## src/rtl/cal_alarm_match.sv

```systemverilog
module cal_alarm_match #(
  parameter int SETTLE_TICKS = 2,
  parameter int AW = 4
) (
  input  logic          clk,
  input  logic          rst_n,
  input  logic          cal_tick,
  input  logic          per_tick,
  input  logic [6:0]    cal_sec,
  input  logic [6:0]    cal_min,
  input  logic [6:0]    cal_hour,
  input  logic [2:0]    cal_wday,
  input  logic [5:0]    cal_day,
  input  logic [4:0]    cal_mon,
  input  logic [7:0]    cal_year,
  input  logic          reg_we,
  input  logic [AW-1:0] reg_addr,
  input  logic [7:0]    reg_wdata,
  output logic [7:0]    reg_rdata,
  output logic          alarm_irq
);
  localparam logic [AW-1:0] A_SEC  = AW'(0);
  localparam logic [AW-1:0] A_MIN  = AW'(1);
  localparam logic [AW-1:0] A_HOUR = AW'(2);
  localparam logic [AW-1:0] A_WDAY = AW'(3);
  localparam logic [AW-1:0] A_DAY  = AW'(4);
  localparam logic [AW-1:0] A_MON  = AW'(5);
  localparam logic [AW-1:0] A_YEAR = AW'(6);
  localparam logic [AW-1:0] A_YEN  = AW'(7);
  localparam logic [AW-1:0] A_CTRL = AW'(8);
  localparam logic [AW-1:0] A_STAT = AW'(9);
  localparam int CW = $clog2(SETTLE_TICKS + 1);
  localparam logic [CW-1:0] SETTLE_DONE = CW'(SETTLE_TICKS);

  logic [7:0] ar_sec, ar_min, ar_hour, ar_wday, ar_day, ar_mon, ar_year;
  logic       yen_q, aie_q, flag_q, prev_q;
  logic [CW-1:0] settle_q;
  logic [6:0] fld_en, fld_hit;
  logic       any_en, full_match, settled, alarm_wr, set_flag, clr_flag;

  assign fld_en  = {yen_q, ar_mon[7], ar_day[7], ar_wday[7], ar_hour[7], ar_min[7], ar_sec[7]};
  assign fld_hit = {ar_year    == cal_year,
                    ar_mon[4:0] == cal_mon,
                    ar_day[5:0] == cal_day,
                    ar_wday[2:0] == cal_wday,
                    ar_hour[6:0] == cal_hour,
                    ar_min[6:0]  == cal_min,
                    ar_sec[6:0]  == cal_sec};

  assign any_en     = |fld_en;
  assign full_match = any_en && (&(~fld_en | fld_hit));
  assign settled    = (settle_q == SETTLE_DONE);
  assign alarm_wr   = reg_we && (reg_addr <= A_YEN);
  assign set_flag   = cal_tick && full_match && !prev_q && settled;
  assign clr_flag   = reg_we && (reg_addr == A_STAT) && !reg_wdata[0];
  assign alarm_irq  = flag_q & aie_q;

  always_ff @(posedge clk or negedge rst_n) begin
    if (!rst_n) begin
      ar_sec  <= '0;
      ar_min  <= '0;
      ar_hour <= '0;
      ar_wday <= '0;
      ar_day  <= '0;
      ar_mon  <= '0;
      ar_year <= '0;
      yen_q   <= 1'b0;
      aie_q   <= 1'b0;
    end else if (reg_we) begin
      case (reg_addr)
        A_SEC:  ar_sec  <= reg_wdata;
        A_MIN:  ar_min  <= reg_wdata;
        A_HOUR: ar_hour <= reg_wdata;
        A_WDAY: ar_wday <= reg_wdata & 8'h87;
        A_DAY:  ar_day  <= reg_wdata & 8'hBF;
        A_MON:  ar_mon  <= reg_wdata & 8'h9F;
        A_YEAR: ar_year <= reg_wdata;
        A_YEN:  yen_q   <= reg_wdata[7];
        A_CTRL: aie_q   <= reg_wdata[0];
        default: ;
      endcase
    end
  end

  always_ff @(posedge clk or negedge rst_n) begin
    if (!rst_n)
      settle_q <= '0;
    else if (alarm_wr)
      settle_q <= '0;
    else if (per_tick && !settled)
      settle_q <= settle_q + 1'b1;
  end

  always_ff @(posedge clk or negedge rst_n) begin
    if (!rst_n) begin
      prev_q <= 1'b0;
      flag_q <= 1'b0;
    end else begin
      if (cal_tick)
        prev_q <= full_match;
      if (set_flag)
        flag_q <= 1'b1;
      else if (clr_flag)
        flag_q <= 1'b0;
    end
  end

  always_comb begin
    case (reg_addr)
      A_SEC:  reg_rdata = ar_sec;
      A_MIN:  reg_rdata = ar_min;
      A_HOUR: reg_rdata = ar_hour;
      A_WDAY: reg_rdata = ar_wday;
      A_DAY:  reg_rdata = ar_day;
      A_MON:  reg_rdata = ar_mon;
      A_YEAR: reg_rdata = ar_year;
      A_YEN:  reg_rdata = {yen_q, 7'd0};
      A_CTRL: reg_rdata = {7'd0, aie_q};
      A_STAT: reg_rdata = {7'd0, flag_q};
      default: reg_rdata = 8'h00;
    endcase
  end
endmodule

```

## config.mk

```make
export PLATFORM = sky130hd
export DESIGN_NAME = cal_alarm_match
export DESIGN_NICKNAME = d
export VERILOG_FILES = /design/src/rtl/cal_alarm_match.sv
export SDC_FILE = /design/constraint.sdc
export NUM_CORES = 1
export LEC_CHECK = 0
export BUFFER_PORTS_ARGS = -buffer_cell sky130_fd_sc_hd__buf_2
export CAP_MARGIN = 40
export CORE_MARGIN = 2
export CORE_UTILIZATION = 45
export CTS_CLUSTER_SIZE = 28
export DETAILED_ROUTE_END_ITERATION = 10
export HOLD_SLACK_MARGIN = 0.15
export PLACE_DENSITY = 0.68
export REMOVE_ABC_BUFFERS = 1
export SLEW_MARGIN = 20
export SYNTH_ARGS = -nofsm -noshare
export SYNTH_HDL_FRONTEND = slang
export SYNTH_SLANG_ARGS = --single-unit
```

## constraint.sdc

```tcl
create_clock -name clk -period 1.8 [get_ports clk]
set_clock_uncertainty 0.1 [all_clocks]
set_input_delay 0.18 -clock clk [delete_from_list [all_inputs] [get_ports clk]]
set_output_delay 0.18 -clock clk [all_outputs]
set_load 0.02 [all_outputs]
```

==> impl_metrics.env <==
export IMPL_ys_ff_latch=55
export IMPL_yosysMostFrequentCell="dfrtp_1"
export IMPL_h_tree_depth=2
export IMPL_start_util_pct=46.8
export IMPL_final_max_slew_viol_count=0
export IMPL_dr_total_vias=2552
export IMPL_worstMarginPinSlew_ps=533
export IMPL_grt_pass1_wl_mm=13.7
export IMPL_r2r_end="flag_q"
export IMPL_route_antenna_remaining_nets=0
export IMPL_critical_path_buf_inv_count=1
export IMPL_yosysUniqueCellTypes=45
export IMPL_postPlaceCellArea_mm2=0.00374
export IMPL_ys_async_sr_fraction_pct=100
export IMPL_startpoint="ar_day[0]"
export IMPL_firstDrtPassIters=4
export IMPL_synthCells=279
export IMPL_fin_area_mm2=0.00407
export IMPL_via_per_inst=5.40
export IMPL_synth_edf_count=0
export IMPL_drcViolationCount=0
export IMPL_power_density_mw_per_mm2=933
export IMPL_dieArea_mm2=0.00779
export IMPL_clkTransAtPathRegs_ps=100
export IMPL_cts_buffer_depth=2
export IMPL_ys_warn_count=0
export IMPL_hold_path_class="input port to register"
export IMPL_drtIter0Drc=182
export IMPL_clkLatencyLatePin_ps=320
export IMPL_yosysSeqAreaShare_pct=43.1
export IMPL_dieWidth_um=88.3
export IMPL_internal_power_w=0.00253
export IMPL_globalplace_congestion=0.886
export IMPL_max_vdd_ir_drop_v=0.000499
export IMPL_critPathKind="register to primary output"
export IMPL_clockRootBuffer="clkbuf_8"
export IMPL_violations="negative setup slack"
export IMPL_cp_arrival_ps=1700
export IMPL_setup_ws_ps=-185
export IMPL_grt_setup_unrepaired="yes"
export IMPL_antenna_cells=0
export IMPL_drive_above_1_share_pct=44.6
export IMPL_start_kind="register"
export IMPL_ys_top_cells_by_area="dfrtp_1 43%, mux2_2 15%, xnor2_1 8.5%"
export IMPL_netSwitchingPower_w=0.00127
export IMPL_area_growth_synth_to_final_pct=27.4
export IMPL_fin_total_pwr_w=0.00380
export IMPL_cts_buffers=5
export IMPL_wire_per_inst_um=18.5
export IMPL_crit_slowest_cell="dfrtp_1"
export IMPL_max_freq_ghz=0.504
export IMPL_finalCritPeriodShare_pct=110
export IMPL_critical_path_max_stage_delay_ps=400
export IMPL_syn_area_mm2=0.00320
export IMPL_dp_hpwl_mm=6.63
export IMPL_endpoint_kind="primary output"
export IMPL_synth_largest_area_cell="dfrtp_1"
export IMPL_seqPwrFrac_pct=47.8
export IMPL_p_sw_share_pct=33.5
export IMPL_cts_sinks=55
export IMPL_grt_ovfl_total=0
export IMPL_core_area_mm2=0.00683
export IMPL_status="finished, violations left"
export IMPL_io_buffers=68
export IMPL_cp_top_family="compound AO/OA/AOI/OAI gates"
export IMPL_wirelength_mm=8.77
export IMPL_r2r_start="ar_sec[1]"
export IMPL_syn_avg_cell_area_um2=11.5
export IMPL_yosysTopAreaCellShare_pct=43.1
export IMPL_num_rows=30
export IMPL_grt_usage_pct=23.9
export IMPL_critPathMaxFanout=2
export IMPL_relSlewSlack_pct=64.5
export IMPL_first_global_vias=2603
export IMPL_synth_flop_cell="dfrtp_1"
export IMPL_grt_max_degree=35
export IMPL_antenna_found_initial=0
export IMPL_yosys_top_cells_count="55 x dfrtp_1, 42 x mux2_2, 31 x xnor2_1"
export IMPL_setup_viol=4
export IMPL_leakagePower_nw=1.81
export IMPL_cts_tree="yes"
export IMPL_hold_slack_ps=167
export IMPL_endpoint="reg_rdata[0]"
export IMPL_finalHoldViolCount=0
export IMPL_worst_r2r_cell_count=6
export IMPL_drv_cap=0
export IMPL_combinationalPowerShare_pct=34.0
export IMPL_cp_num_cells=6
export IMPL_die_h_um=88.3
export IMPL_cp_cell_sequence="mux2_4 -> a22oi_2 -> nor2_1 -> a31oi_1 -> o221ai_1 -> buf_4"
export IMPL_fin_nets=437
export IMPL_required_ps=1520
export IMPL_finalCriticalPeriod_ps=1980
export IMPL_rrSetupSlack_ps=-20
export IMPL_io_pins=69
export IMPL_clkPwrFrac_pct=18.1
[power by group through the flow]
stage | combinational, W | clock, W | sequential, W
floorplan | 0.000770 | 0 | 0.00176
global placement | 0.00112 | 0 | 0.00183
detailed placement | 0.00115 | 0 | 0.00185
CTS | 0.00124 | 0.000699 | 0.00181
global route | 0.00141 | 0.000752 | 0.00186
finish | 0.00129 | 0.000689 | 0.00182
[area by class of cell]
class	instances	area [um2]
inverter	3	11.3
fill	607	2760
timing repair buffer	103	677
clock buffer	6	72.6
clock inverter	2	12.5
tap	96	120
sequential	55	1380
multi-input combinational	208	1800
[worst reg2reg max path: stages (launching register included)]
cell and delay, ps:
dfrtp_1 420, buf_4 150, xnor2_1 150, nand4_1 150, o41ai_2 270, nand4_1 200
o41ai_2 290
[registers in the layout, indices dropped and copies added, names as in the netlist]
register	cells
ar_year	8
prev_q	1
flag_q	1
yen_q	1
ar_hour	8
aie_q	1
ar_day	7
settle_q	2
ar_sec	8
ar_wday	4
ar_min	8
ar_mon	6
[metrics by stage]
| stage | util (%) | instances | setup WS, ps | TNS (ps) |
|---|---|---|---|---|
| floorplan | - | 266 | 301 | 0 |
| global placement | 54.8 | 447 | -84.8 | -96.6 |
| CTS | 58.3 | 469 | -188 | -287 |
| global route | 59.6 | 473 | -266 | -710 |
| detailed placement | 54.8 | 447 | -59.0 | -81.7 |
| finish | 59.6 | 473 | -185 | -354 |
[repair_timing]
action / CTS / global route
hold buffers: 9 / 0
endpoints found under the setup margin: 5 / 15
hold endpoints to repair: 75 / 0
pin swaps: 1 / 9
gates resized for setup: 6 / 15
setup buffers: 5 / 4
[worst min-delay path by stage]
stage	startpoint	to	slack, ps	depth (start not counted)
floorplan	rst_n	aie_q	-220	0
finish	per_tick	settle_q[1]	170	4
CTS	per_tick	settle_q[1]	160	4
detailed placement	rst_n	ar_day[0]	80	1
global placement	rst_n	ar_day[2]	90	1
global route	reg_wdata[0]	ar_year[0]	180	2
[placed cells by master (no fill, tap or decap), types with 7 or more instances in the layout]
cell type      count
buf_2             64
dfrtp_1           55
mux2_2            40
xnor2_1           30
buf_4             25
nor2_1            14
mux2_1            13
xor2_1            13
nand4_1           10
dlygate4sd3_1      9
o21ai_0            8
nand2_1            8
mux2i_1            7
[per-layer routing]
| metal | share of wire, % | global-route usage, % | up-vias |
|---|---|---|---|
| met5 | 0 | 0 | - |
| li1 | - | - | 1201 |
| met2 | 48 | 39.6 | 100 |
| met4 | 1.7 | 5.92 | 0 |
| met1 | 44 | 33.0 | 1239 |
| met3 | 6.0 | 3.82 | 12 |
[cell families after synthesis]
logic type | Yosys count | synth area share, %
adder cells (fa/ha/maj) | 1 | 0.391
buffers and inverters | 16 | 2.78
flip-flops | 55 | 43.1
XOR/XNOR | 44 | 12.1
multiplexers | 64 | 23.0
AO/OA/AOI/OAI | 36 | 7.79
AND/OR/NAND/NOR | 63 | 11.0
No activity file was read; power rests on OpenSTA's default activity.
